<file path="config.mk">
export PLATFORM = sky130hd
export DESIGN_NAME = asram_ctrl
export DESIGN_NICKNAME = d
export VERILOG_FILES = /design/src/rtl/asram_pkg.sv /design/src/rtl/asram_timer.sv /design/src/rtl/asram_seq.sv /design/src/rtl/asram_ctrl.sv
export SDC_FILE = /design/constraint.sdc
export NUM_CORES = 1
export LEC_CHECK = 0
export ABC_AREA = 0
export BUFFER_PORTS_ARGS = -buffer_cell sky130_fd_sc_hd__buf_2
export CAP_MARGIN = 40
export CORE_MARGIN = 4
export CORE_UTILIZATION = 42
export CTS_CLUSTER_DIAMETER = 150
export DETAILED_ROUTE_END_ITERATION = 12
export GPL_TIMING_DRIVEN = 0
export HOLD_SLACK_MARGIN = 0.08
export PLACE_DENSITY = 0.75
export SYNTH_ARGS = -nofsm -noshare
export SYNTH_HDL_FRONTEND = slang
export SYNTH_SLANG_ARGS = --single-unit
</file>
<file path="constraint.sdc">
create_clock -name clk -period 1.8 [get_ports clk]
set_input_delay 0.18 -clock clk [delete_from_list [all_inputs] [get_ports clk]]
set_output_delay 0.18 -clock clk [all_outputs]
set_load 0.05 [all_outputs]
</file>
<file path="src/rtl/asram_pkg.sv">
package asram_pkg;

  typedef enum logic [2:0] {
    ST_IDLE, ST_WADDR, ST_WGAP, ST_WDATA, ST_WHOLD, ST_WREC, ST_RACC, ST_RTURN
  } st_e;

  // cycles = ceil(ns / period), at least one
  function automatic int ns2cyc(input int ns, input int per);
    int c;
    c = (ns + per - 1) / per;
    return (c < 1) ? 1 : c;
  endfunction

  function automatic int imax(input int a, input int b);
    return (a > b) ? a : b;
  endfunction

endpackage

</file>
<file path="src/rtl/asram_timer.sv">
module asram_timer #(
  parameter int CW = 3
) (
  input  logic          clk,
  input  logic          rst_n,
  input  logic          load,
  input  logic [CW-1:0] load_val,
  output logic          zero
);
  logic [CW-1:0] cnt_q, cnt_d;

  always_comb begin
    cnt_d = cnt_q;
    if (load)              cnt_d = load_val;
    else if (cnt_q != '0)  cnt_d = cnt_q - 1'b1;
  end

  always_ff @(posedge clk or negedge rst_n) begin
    if (!rst_n) cnt_q <= '0;
    else        cnt_q <= cnt_d;
  end

  assign zero = (cnt_q == '0);

  // a freshly loaded phase never ends faster than its length
  a_r2_load_counts: assert property (@(posedge clk) disable iff (!rst_n)
    (load && load_val != '0) |=> !zero);
endmodule

</file>
<file path="src/rtl/asram_seq.sv">
module asram_seq import asram_pkg::*; #(
  parameter int CW     = 3,
  parameter int SA_C   = 1,
  parameter int GAP_C  = 0,
  parameter int DATA_C = 1,
  parameter int HOLD_C = 1,
  parameter int REC_C  = 0,
  parameter int RACC_C = 1,
  parameter int TURN_C = 1
) (
  input  logic          clk,
  input  logic          rst_n,
  input  logic          req_valid,
  input  logic          req_write,
  input  logic          tmr_zero,
  output st_e           st_q,
  output st_e           st_d,
  output logic          tmr_load,
  output logic [CW-1:0] tmr_val,
  output logic          accept,
  output logic          capture,
  output logic          finish,
  output logic          req_ready
);
  always_comb begin
    st_d    = st_q;
    capture = 1'b0;
    case (st_q)
      ST_IDLE:  if (req_valid) st_d = req_write ? ST_WADDR : ST_RACC;
      ST_WADDR: if (tmr_zero)  st_d = (GAP_C > 0) ? ST_WGAP : ST_WDATA;
      ST_WGAP:  if (tmr_zero)  st_d = ST_WDATA;
      ST_WDATA: if (tmr_zero)  st_d = ST_WHOLD;
      ST_WHOLD: if (tmr_zero)  st_d = (REC_C > 0) ? ST_WREC : ST_IDLE;
      ST_WREC:  if (tmr_zero)  st_d = ST_IDLE;
      ST_RACC:  if (tmr_zero) begin
                  st_d    = ST_RTURN;
                  capture = 1'b1;
                end
      ST_RTURN: if (tmr_zero)  st_d = ST_IDLE;
      default:                 st_d = ST_IDLE;
    endcase
  end

  always_comb begin
    case (st_d)
      ST_WADDR: tmr_val = CW'(SA_C - 1);
      ST_WGAP:  tmr_val = CW'((GAP_C > 0) ? GAP_C - 1 : 0);
      ST_WDATA: tmr_val = CW'(DATA_C - 1);
      ST_WHOLD: tmr_val = CW'(HOLD_C - 1);
      ST_WREC:  tmr_val = CW'((REC_C > 0) ? REC_C - 1 : 0);
      ST_RACC:  tmr_val = CW'(RACC_C - 1);
      ST_RTURN: tmr_val = CW'(TURN_C - 1);
      default:  tmr_val = '0;
    endcase
  end

  assign tmr_load  = (st_d != st_q);
  assign req_ready = (st_q == ST_IDLE);
  assign accept    = req_ready && req_valid;
  assign finish    = (st_q != ST_IDLE) && (st_d == ST_IDLE);

  always_ff @(posedge clk or negedge rst_n) begin
    if (!rst_n) st_q <= ST_IDLE;
    else        st_q <= st_d;
  end

  // busy right after acceptance
  a_r2_busy_after_accept: assert property (@(posedge clk) disable iff (!rst_n)
    accept |=> !req_ready);
  // capture only when leaving the access phase
  a_r6_capture_in_access: assert property (@(posedge clk) disable iff (!rst_n)
    capture |-> (st_q == ST_RACC && tmr_zero));
endmodule

</file>
<file path="src/rtl/asram_ctrl.sv">
module asram_ctrl import asram_pkg::*; #(
  parameter int ADDR_W   = 16,
  parameter int DATA_W   = 16,
  parameter int CLK_NS   = 10,
  parameter int T_AA_NS  = 20,
  parameter int T_ACS_NS = 20,
  parameter int T_OE_NS  = 8,
  parameter int T_OHZ_NS = 8,
  parameter int T_CHZ_NS = 10,
  parameter int T_WHZ_NS = 10,
  parameter int T_WC_NS  = 20,
  parameter int T_WP_NS  = 13,
  parameter int T_DS_NS  = 10,
  parameter int T_DH_NS  = 0,
  parameter int T_AW_NS  = 15,
  parameter int T_AS_NS  = 0,
  parameter int T_AH_NS  = 0,
  parameter bit WE_ONLY  = 1'b0
) (
  input  logic              clk,
  input  logic              rst_n,
  input  logic              req_valid,
  output logic              req_ready,
  input  logic              req_write,
  input  logic [ADDR_W-1:0] req_addr,
  input  logic [DATA_W-1:0] req_wdata,
  output logic              done,
  output logic [DATA_W-1:0] rd_data,
  output logic              mem_sel_n,
  output logic              mem_sel,
  output logic              mem_oe_n,
  output logic              mem_wr_n,
  output logic [ADDR_W-1:0] mem_addr,
  output logic [DATA_W-1:0] mem_dq_o,
  output logic              mem_dq_oe,
  input  logic [DATA_W-1:0] mem_dq_i
);
  localparam int SA_C   = ns2cyc(T_AS_NS, CLK_NS);
  localparam int GAP_C  = WE_ONLY ? ns2cyc(T_WHZ_NS, CLK_NS) : 0;
  localparam int DATA_C = imax(imax(ns2cyc(T_DS_NS, CLK_NS), ns2cyc(T_WP_NS, CLK_NS) - GAP_C),
                               imax(ns2cyc(T_AW_NS, CLK_NS) - SA_C - GAP_C, 1));
  localparam int HOLD_C = imax(ns2cyc(T_DH_NS, CLK_NS), ns2cyc(T_AH_NS, CLK_NS));
  localparam int REC_C  = imax(0, ns2cyc(T_WC_NS, CLK_NS) - (SA_C + GAP_C + DATA_C + HOLD_C));
  localparam int RACC_C = imax(imax(ns2cyc(T_AA_NS, CLK_NS), ns2cyc(T_ACS_NS, CLK_NS)),
                               ns2cyc(T_OE_NS, CLK_NS));
  localparam int TURN_C = ns2cyc(imax(T_OHZ_NS, T_CHZ_NS), CLK_NS);
  localparam int LMAX   = imax(imax(imax(SA_C, GAP_C), imax(DATA_C, HOLD_C)),
                               imax(imax(REC_C, RACC_C), TURN_C));
  localparam int CW     = $clog2(LMAX + 1);

  // asynchronous assert, synchronous release
  logic rs1_q, rst_s;
  always_ff @(posedge clk or negedge rst_n) begin
    if (!rst_n) begin
      rs1_q <= 1'b0;
      rst_s <= 1'b0;
    end else begin
      rs1_q <= 1'b1;
      rst_s <= rs1_q;
    end
  end

  st_e           st_q, st_d;
  logic          tmr_load, tmr_zero, accept, capture, finish;
  logic [CW-1:0] tmr_val;

  asram_timer #(.CW(CW)) u_tmr (
    .clk(clk), .rst_n(rst_s), .load(tmr_load), .load_val(tmr_val), .zero(tmr_zero)
  );

  asram_seq #(
    .CW(CW), .SA_C(SA_C), .GAP_C(GAP_C), .DATA_C(DATA_C), .HOLD_C(HOLD_C),
    .REC_C(REC_C), .RACC_C(RACC_C), .TURN_C(TURN_C)
  ) u_seq (
    .clk(clk), .rst_n(rst_s), .req_valid(req_valid), .req_write(req_write),
    .tmr_zero(tmr_zero), .st_q(st_q), .st_d(st_d), .tmr_load(tmr_load),
    .tmr_val(tmr_val), .accept(accept), .capture(capture), .finish(finish),
    .req_ready(req_ready)
  );

  // pin decode of the next state, registered so the pads see clean edges
  logic sel_d, wr_d, oe_d, drv_d;
  always_comb begin
    sel_d = (st_d == ST_WADDR) || (st_d == ST_WGAP) || (st_d == ST_WDATA) || (st_d == ST_RACC);
    wr_d  = (st_d == ST_WGAP) || (st_d == ST_WDATA);
    oe_d  = WE_ONLY ? 1'b1 : (st_d == ST_RACC);
    if (WE_ONLY) drv_d = (st_d == ST_WDATA) || (st_d == ST_WHOLD);
    else         drv_d = (st_d == ST_WADDR) || (st_d == ST_WDATA) || (st_d == ST_WHOLD);
  end

  always_ff @(posedge clk or negedge rst_s) begin
    if (!rst_s) begin
      mem_sel_n <= 1'b1;
      mem_sel   <= 1'b0;
      mem_wr_n  <= 1'b1;
      mem_oe_n  <= 1'b1;
      mem_dq_oe <= 1'b0;
      done      <= 1'b0;
    end else begin
      mem_sel_n <= !sel_d;
      mem_sel   <= sel_d;
      mem_wr_n  <= !wr_d;
      mem_oe_n  <= !oe_d;
      mem_dq_oe <= drv_d;
      done      <= finish;
    end
  end

  always_ff @(posedge clk or negedge rst_s) begin
    if (!rst_s) begin
      mem_addr <= '0;
      mem_dq_o <= '0;
      rd_data  <= '0;
    end else begin
      if (accept)  mem_addr <= req_addr;
      if (accept)  mem_dq_o <= req_wdata;
      if (capture) rd_data  <= mem_dq_i;
    end
  end

  // idle leaves the memory deselected with the bus released
  a_r1_idle_pins: assert property (@(posedge clk) disable iff (!rst_s)
    (st_q == ST_IDLE) |-> (mem_sel_n && !mem_sel && mem_wr_n && !mem_dq_oe));
  // address frozen during the write pulse
  a_r4_addr_stable: assert property (@(posedge clk) disable iff (!rst_s)
    (!mem_wr_n && $past(!mem_wr_n)) |-> $stable(mem_addr));
  // data still driven in the cycle the pulse ends
  a_r5_hold_drive: assert property (@(posedge clk) disable iff (!rst_s)
    $rose(mem_wr_n) |-> mem_dq_oe);
  // no drive just after output enable was active
  a_r8_turnaround: assert property (@(posedge clk) disable iff (!rst_s)
    (!WE_ONLY && $past(!mem_oe_n)) |-> !mem_dq_oe);
  // output enable off during writes
  a_r9_oe_off_write: assert property (@(posedge clk) disable iff (!rst_s)
    (!WE_ONLY && !mem_wr_n) |-> mem_oe_n);
  // single-cycle completion pulse
  a_r7_done_pulse: assert property (@(posedge clk) disable iff (!rst_s)
    done |=> !done);
endmodule

</file>
==> flow_summary.json <==
{
  "max_cap_violations": 0,
  "first_pass_iters": 4,
  "placed_area_mm2": 0.00314,
  "reg2reg_depth": 7,
  "worstReg2RegStart": "u_tmr.cnt_q[0]$_DFFE_PN0P_",
  "ys_seq_area_share_pct": 61.4,
  "cts-root-buf": "clkbuf_8",
  "critPathMaxFanout": 10,
  "drive_above_1_share_pct": 58.2,
  "yosysTopAreaCellShare_pct": 58.2,
  "synthCells": 158,
  "met2WireLength_um": 3210,
  "async_reset_ff_share_pct": 100,
  "rrSetupSlack_ns": 0.09,
  "clkSlewWorstSetupHoldPaths_ns": 0.07,
  "post-route-min-period_ns": 1.71,
  "grt_max_degree": 39,
  "cts_tree": "done",
  "synth.distinct_cells": 34,
  "crit_start": "u_tmr.cnt_q[0]$_DFFE_PN0P_",
  "pre_cts_ws_ns": -0.0292,
  "grt_first_pass_wirelength_um": 9740,
  "setup_viol": 0,
  "fin_cells": 400,
  "synth_area_leaders": "dfrtp_1 (58%), mux2_2 (16%), mux2_4 (6.0%)",
  "grt_use_total_pct": 17.4,
  "met1_length_um": 2170,
  "cp-start-kind": "register",
  "dpl.cell_count": 337,
  "die_area_mm2": 0.00723,
  "dp_hpwl_um": 4070,
  "overflow": 0,
  "io_pins": 107,
  "synth_edf_count": 0,
  "antenna_cells": 0,
  "die_x_um": 85.1,
  "drt_iter0_markers": 61,
  "layout_setup_ws_ns": 0.0891,
  "skew_ns": 0.0111,
  "cp.required_ns": 2.04,
  "crit_path_end_kind": "register",
  "min_path_type": "input pin to register",
  "synth_area_mm2": 0.00249,
  "synthFlopType": "dfrtp_1",
  "status": "finished clean",
  "yosysTopAreaCell": "dfrtp_1",
  "crit_type": "register to register",
  "synth_warnings": 0,
  "place_congestion": 0.713,
  "placementRows": 27,
  "drv_slew": 0,
  "clk-insertion-delay-late_ns": 0.34,
  "fmax_ghz": 0.584,
  "r2r-end": "u_tmr.cnt_q[0]$_DFFE_PN0P_",
  "clock_sinks": 61,
  "port_buffers": 106,
  "die_height_um": 85.1,
  "cts_max_path_buffers": 2,
  "synth-seq-cells": 61,
  "wirelength_um": 5890,
  "post-route-period-util_pct": 95.1,
  "start_util_pct": 44.2,
  "rsz0062_at_grt": "no",
  "final_cell_area_mm2": 0.00387,
  "fillers": 389,
  "hold_viol": 0,
  "avgSynthCellArea_um2": 15.8,
  "wl_met3_um": 385,
  "nNetsFinal": 376,
  "wire_per_inst_um": 14.7,
  "cts.htree.levels": 3,
  "antenna_found_initial": 0,
  "num_vias": 1842,
  "synthToLayoutAreaGrowth_pct": 55.1,
  "ant_nets": 0,
  "cts_buffers": 9,
  "top_layer_used": "met4",
  "via_per_inst": 4.61,
  "grt_pass1_vias": 2036,
  "worstPathArrival_ns": 1.95,
  "worstSetupEndpoint": "u_tmr.cnt_q[0]$_DFFE_PN0P_",
  "drcViolationCount": 0,
  "synth_fp_nets": 211,
  "final_cell_mix": "buf_2 (106), dfrtp_1 (57), dlygate4sd3_1 (46), mux2_2 (35), clkbuf_8 (11)",
  "final_common_cell": "buf_2",
  "core_region_area_mm2": 0.00564
}
kinds of logic after synthesis:
family	Yosys count	share of synthesized area (%)
flip-flops	61	61.4
AO/OA/AOI/OAI	11	3.56
buffers and inverters	13	4.67
adder cells (fa/ha/maj)	1	0.502
other	1	0.150
AND/OR/NAND/NOR	20	5.17
XOR/XNOR	2	1.00
multiplexers	49	23.6
what timing repair did:
item                       CTS  global route
pin swaps                    0             1
hold buffers                45             1
setup endpoints to repair    1             5
resized for setup            1             0
buffers inserted             0             1
hold endpoints to repair    46             1
metrics by stage:
step	hold WS [ns]	setup TNS [ns]	util (%)
finish	0.0994	0	68.6
global route	0.0833	0	68.6
CTS	0.0822	0	68.3
detailed placement	-0.0263	-0.0292	55.6
global placement	-0.0245	0	55.2
floorplan	-0.116	-3.39	-
synth_stat cells, types with 2 or more instances:
library cell	n
dfrtp_1	58
and2_1	2
nand2_1	7
buf_6	7
o21ai_0	2
inv_1	3
mux2_2	35
nor4b_1	2
mux2_1	3
mux2_4	10
dfstp_2	3
nor2_1	4
how the worst min path moves through the flow:
stage / start / endpoint / slack (ns) / cells past startpoint
finish: req_addr[3] / mem_addr[3]$_DFFE_PN0P_ / 0.1 / 2
global route: req_addr[14] / mem_addr[14]$_DFFE_PN0P_ / 0.08 / 2
CTS: req_wdata[4] / mem_dq_o[4]$_DFFE_PN0P_ / 0.08 / 2
detailed placement: rst_n / rs1_q$_DFF_PN0_ / -0.03 / 1
global placement: rst_n / rs1_q$_DFF_PN0_ / -0.02 / 1
floorplan: rst_n / rs1_q$_DFF_PN0_ / -0.12 / 0
state kept, by name (all words and copies together) (netlist names):
| name | flops |
|---|---|
| mem_oe_n | 1 |
| mem_dq_o | 16 |
| rd_data | 16 |
| mem_sel_n | 1 |
| rs1_q | 1 |
| rst_s | 1 |
| u_tmr.cnt_q | 2 |
| mem_dq_oe | 1 |
| u_seq.st_q | 3 |
| mem_sel | 1 |
| mem_wr_n | 1 |
| done | 1 |
| mem_addr | 16 |
layer usage:
metal  global-route usage (%)  up-vias
met4                     8.20        0
met5                        0        -
met2                     31.7       62
li1                         -      883
met1                     18.8      886
met3                     4.17       11
final cells by class:
class                           instances  area, um^2  area share [%]
Sequential cell                        61        1530            39.6
Timing Repair Buffer                  154        1020            26.3
Multi-Input combinational cell         84         855            22.1
Clock buffer                           11         151            3.91
Clock inverter                          5         106            2.75
Buffer                                  9         101            2.62
Tap cell                               72        90.1            2.33
Inverter                                4        15.0           0.388
worst max-delay path, cell delays in order, from the launching register on:
cell	delay (ns)
dfrtp_1	0.37
inv_1	0.05
ha_1	0.22
buf_4	0.18
a221o_1	0.35
buf_8	0.14
xnor2_2	0.13
o31ai_2	0.18
Power is not shown: default switching activity piles up to over one toggle a cycle in this logic, so the estimate is an artifact.
